[src/rtl/sr_guard_pkg.sv]
package sr_guard_pkg;

  localparam int unsigned ST_W = 8;

  // Lower bound of the protected region for a selector code; code 0 has none.
  function automatic logic [31:0] region_base(input logic [1:0] code, input int unsigned aw);
    logic [31:0] b;
    case (code)
      2'd1:    b = 32'd3 << (aw - 2);
      2'd2:    b = 32'd1 << (aw - 1);
      default: b = 32'd0;
    endcase
    return b;
  endfunction

  // Status byte assembly: lock, zeros, selector, latch, zero.
  function automatic logic [ST_W-1:0] pack_status(input logic lock, input logic [1:0] psel,
                                                  input logic latch);
    return {lock, 3'b000, psel, latch, 1'b0};
  endfunction

  // Hardware freeze of the status register.
  function automatic logic hw_frozen(input logic lock, input logic pin_n);
    return lock & ~pin_n;
  endfunction

endpackage

[src/rtl/sr_wel_ctl.sv]
module sr_wel_ctl (
  input  logic clk,
  input  logic rst_n,
  input  logic set_i,
  input  logic clr_i,
  output logic latch_q
);
  always_ff @(posedge clk or negedge rst_n) begin
    if (!rst_n)     latch_q <= 1'b0;
    else if (clr_i) latch_q <= 1'b0;
    else if (set_i) latch_q <= 1'b1;
  end
endmodule

[src/rtl/sr_cfg_reg.sv]
module sr_cfg_reg #(
  parameter logic       RST_LOCK = 1'b0,
  parameter logic [1:0] RST_PSEL = 2'b00
) (
  input  logic       clk,
  input  logic       rst_n,
  input  logic       load_i,
  input  logic [7:0] data_i,
  output logic       lock_q,
  output logic [1:0] psel_q
);
  always_ff @(posedge clk or negedge rst_n) begin
    if (!rst_n) begin
      lock_q <= RST_LOCK;
      psel_q <= RST_PSEL;
    end else if (load_i) begin
      lock_q <= data_i[7];
      psel_q <= data_i[3:2];
    end
  end
endmodule

[src/rtl/sr_region_dec.sv]
module sr_region_dec
  import sr_guard_pkg::*;
#(
  parameter int unsigned ADDR_W = 17
) (
  input  logic [1:0]        psel_i,
  input  logic [ADDR_W-1:0] addr_i,
  output logic              prot_o
);
  localparam int unsigned NCODE = 4;

  logic [NCODE-1:0] hit;

  for (genvar g = 0; g < NCODE; g++) begin : g_code
    if (g == 0) begin : g_none
      assign hit[g] = 1'b0;
    end else begin : g_cmp
      localparam logic [31:0] BASE = region_base(2'(g), ADDR_W);
      assign hit[g] = ({{(32-ADDR_W){1'b0}}, addr_i} >= BASE);
    end
  end

  assign prot_o = hit[psel_i];
endmodule

[src/rtl/sr_guard.sv]
module sr_guard
  import sr_guard_pkg::*;
#(
  parameter int unsigned ADDR_W   = 17,
  parameter logic        RST_LOCK = 1'b0,
  parameter logic [1:0]  RST_PSEL = 2'b00
) (
  input  logic              clk,
  input  logic              rst_n,
  input  logic              cmd_wen,
  input  logic              cmd_wdis,
  input  logic              cmd_wst,
  input  logic [7:0]        wst_data,
  input  logic              cmd_end,
  input  logic              hw_lock_n,
  input  logic [ADDR_W-1:0] wr_addr,
  output logic [7:0]        status_q,
  output logic              arr_wr_ok,
  output logic              st_wr_ok
);
  logic       latch;
  logic       lock;
  logic [1:0] psel;
  logic       in_region;

  // Named internal events.
  logic       latch_set_ev;
  logic       latch_clr_ev;
  logic       st_commit_ev;
  logic       frozen;

  assign frozen       = hw_frozen(lock, hw_lock_n);
  assign latch_set_ev = cmd_wen;
  assign latch_clr_ev = cmd_wdis | cmd_end;
  assign st_commit_ev = cmd_wst & st_wr_ok;

  sr_wel_ctl u_wel (
    .clk     (clk),
    .rst_n   (rst_n),
    .set_i   (latch_set_ev),
    .clr_i   (latch_clr_ev),
    .latch_q (latch)
  );

  sr_cfg_reg #(
    .RST_LOCK (RST_LOCK),
    .RST_PSEL (RST_PSEL)
  ) u_cfg (
    .clk    (clk),
    .rst_n  (rst_n),
    .load_i (st_commit_ev),
    .data_i (wst_data),
    .lock_q (lock),
    .psel_q (psel)
  );

  sr_region_dec #(
    .ADDR_W (ADDR_W)
  ) u_dec (
    .psel_i (psel),
    .addr_i (wr_addr),
    .prot_o (in_region)
  );

  assign st_wr_ok  = latch & ~frozen;
  assign arr_wr_ok = latch & ~in_region;
  assign status_q  = pack_status(lock, psel, latch);
endmodule

[config.mk]
export PLATFORM = sky130hd
export DESIGN_NAME = sr_guard
export DESIGN_NICKNAME = d
export VERILOG_FILES = /design/src/rtl/sr_guard_pkg.sv /design/src/rtl/sr_wel_ctl.sv /design/src/rtl/sr_cfg_reg.sv /design/src/rtl/sr_region_dec.sv /design/src/rtl/sr_guard.sv
export SDC_FILE = /design/constraint.sdc
export NUM_CORES = 1
export LEC_CHECK = 0
export BUFFER_PORTS_ARGS = -buffer_cell sky130_fd_sc_hd__buf_2
export CELL_PAD_IN_SITES_DETAIL_PLACEMENT = 2
export CELL_PAD_IN_SITES_GLOBAL_PLACEMENT = 2
export CORE_ASPECT_RATIO = 0.6
export CORE_MARGIN = 2
export CORE_UTILIZATION = 11
export DETAILED_ROUTE_END_ITERATION = 6
export GPL_TIMING_DRIVEN = 0
export MAX_ROUTING_LAYER = met4
export PLACE_DENSITY = 0.79
export SLEW_MARGIN = 20
export SYNTH_ARGS = -nofsm -noshare
export SYNTH_HDL_FRONTEND = slang
export SYNTH_SLANG_ARGS = --single-unit
[constraint.sdc]
create_clock -name clk -period 2.6 [get_ports clk]
set_clock_uncertainty 0.15 [all_clocks]
set_input_delay 0.39 -clock clk [delete_from_list [all_inputs] [get_ports clk]]
set_output_delay 0.39 -clock clk [all_outputs]
set_load 0.03 [all_outputs]
==> metrics.md <==
| Metric | Value |
|---|---|
| N_diodes | 0 |
| Most common cell in the synthesized netlist | buf_4 |
| F_max | approximately 0.58 GHz |
| Worst Path Arrival | approximately 1.2 ns |
| Detailed Route Iter0 Violations | 1 |
| Post-synthesis cell area | approximately 240 um^2 |
| Grt total ovfl | 0 |
| Area Overhead vs Synth | 69.63% |
| Fin crit period | around 1.7 ns |
| Std-Cell Rows | 13 |
| LEAKAGE | 0.2183 nW |
| Post-synth EDFFs | 0 |
| Peak supply drop | between 0.1 and 0.15 mV |
| Fin. Hold Viols | 0 |
| Buffer depth of the longest clock path | 2 |
| RSZ-0062 raised after global routing | no |
| Root Driver | clkbuf_4 |
| TritonCTS clock tree | built |
| Clock sinks | 4 |
| Power per unit of standard cell area | roughly 640 nW/um^2 |
| Leading cell types by total area after synthesis | dfrtp_1 42%, buf_4 19%, mux2_2 9.4% |
| Layout cells sized above 1 | roughly three fifths |
| Vias in the first global route | approximately 220 |
| Largest net degree at the start of global routing | 8 |
| Drt via density | 3.000 |
| H-Tree Depth | 1 |
| Via count | between 200 and 250 |
| Final Slew Violations | 0 |
| TritonCTS buffer count | 3 |
| Post-Syn Instances | 25 |
| Global Route Usage Sum | under 10% |
| Routability cong. | approximately 0.60 |
| DP Worst Slack | 1.058 ns |
| Kind of critical path | reg -> out |
| Number of synthesized register bits | 4 |
| Starting Density | 11.30% |
| Ys async rst share | between 90% and 100% |
| Unique masters post-synth | 14 |
| Pwr Total | around 260 uW |
| Worst setup EP type | output pin |
| Synth Flop Type | dfrtp_1 |
| DRT antenna net count | 0 |
| Status | finished, final reports clean |
| Port bufs | 17 |
| Nets@finish | slightly above 80 |
| Die X | around 64 um |
| Area leader, netlist | dfrtp_1 |
| Fin Setup TNS | 0 ns |
| Top cell type's share of synthesized area | between 40% and 50% |
| Setup-failing EPs final | 0 |
| Final wirelength | 639 um |
| Initial antenna violation count | 0 |
| Synthesis Warnings | 0 |
| Seq/Total Area, Yosys | between 40% and 50% |
| Core region area | 2115 um^2 |
| CP Data Required Time | around 2.1 ns |
| Synth Area per Inst | roughly 9.6 um^2 |
| Routed WL per cell | 8.089 um |
| Die H | between 40 and 50 um |
| Tcrit/Tclk final | approximately two thirds |
| Die area | ~2600 um^2 |
| Reg2reg setup slack | 1.29 ns |
| Residual DRC | 0 |
| Commonest cells post-synth | 6 x buf_4, 4 x dfrtp_1, 3 x nand2_1, 2 x mux2_2 |
| # Max-Cap Violations | 0 |
| Setup bufs post-CTS | 0 |
| Worst Hold Class | in -> reg |
| Post-cts resize count | 0 |
| Hold_buf cts | 1 |
| Clock-pin slew on the worst setup and hold paths | about 0.04 ns |
| Worst-path maximum fanout | 4 |
| First-pass GRT wire length | 952 um |
| Final WS setup | 0.8878 ns |
| # IOs | between 40 and 50 |
| Worst Setup Start Kind | flip-flop |
| Initial DRT Pass Iterations | 2 |
| Worst skew pair latency | approximately 0.23 ns |
## metrics by stage
stage	util (%)	instance area [um^2]	std cells	hold slack, ns
5_1_grt	19.17	405.4	79	0.1569
4_1_cts	19.17	405.4	79	0.1615
3_3_place_gp	17.63	372.9	75	0.04861
3_5_place_dp	17.63	372.9	75	0.05213
6_report	19.17	405.4	79	0.1700
2_1_floorplan	-	250.2	28	-0.05559
## layer usage
layer | part of all wire, % | vias up | wire length, um | track usage, %
met4 | 0 | 0 | 0 | 3.191
met1 | 40 | 108 | 256 | 5.298
met2 | 52 | 7 | 331 | 8.594
met3 | 7.8 | 0 | 50 | 4.494
li1 | - | 122 | - | -
met5 | 0 | - | 0 | -
## area by class of cell
type | instances | area (um^2)
fill | 256 | 1709
multi-input combinational | 17 | 101.3
sequential | 4 | 100.1
timing repair buffer | 18 | 95.09
buffer | 6 | 45.04
tap | 30 | 37.54
clock buffer | 3 | 22.52
inverter | 1 | 3.754
## sequential cells by signal (all words and copies together) (netlist names)
name	cells
u_wel.latch_q	1
u_cfg.psel_q	2
u_cfg.lock_q	1
## path summary, 6_finish.rpt
| check | from | endpoint | depth (start not counted) |
|---|---|---|---|
| worst max-delay path | u_cfg.psel_q[0]$_DFFE_PN0P_ | arr_wr_ok | 3 |
| worst min-delay path | cmd_wdis | u_wel.latch_q$_DFFE_PN0P_ | 2 |
| worst max register to register | u_wel.latch_q$_DFFE_PN0P_ | u_cfg.psel_q[0]$_DFFE_PN0P_ | 3 |
| worst min register to register | u_cfg.lock_q$_DFFE_PN0P_ | u_cfg.lock_q$_DFFE_PN0P_ | 1 |
| max in group asynchronous | rst_n | u_cfg.lock_q$_DFFE_PN0P_ | 2 |
| min in group asynchronous | rst_n | u_cfg.psel_q[0]$_DFFE_PN0P_ | 2 |
## report_power, final
part,leakage [nW],switching [mW],internal [mW]
logic,0.155,0.0565,0.0398
registers,0.0493,0.0134,0.0755
clock network,0.0138,0.0220,0.0514
## layout by cell type, fill, tap and decap left out
master | netlist | routed
buf_2 | 0 | 17
buf_4 | 6 | 6
conb_1 | 1 | 4
dfrtp_1 | 4 | 4
nand2_1 | 3 | 3
clkbuf_4 | 0 | 3
mux2_2 | 2 | 2
a21o_1 | 1 | 1
a21oi_1 | 1 | 1
nor2_1 | 1 | 1
nor3_1 | 1 | 1
inv_1 | 1 | 1
a21oi_2 | 1 | 1
nand3_1 | 1 | 1
a32o_1 | 1 | 1
a21boi_0 | 1 | 1
dlygate4sd3_1 | 0 | 1
## cells by family (layout without fill, tap and decap cells)
group                  count (synthesis)  count (layout)  share of synthesized area (%)
DFF                                    4               4                          41.89
muxes                                  2               2                          9.423
AOI/OAI and AO/OA                      5               5                          16.23
other                                  1               4                          1.569
buffers and inverters                  7              28                          20.42
and+or+nand+nor                        6               6                          10.47
## critical path, cell delays in order, from the launching register on
cell and delay, ns:
dfrtp_1 0.40, a21o_1 0.19, a21oi_1 0.14, buf_2 0.22
No activity file was read; power rests on OpenSTA's default activity.
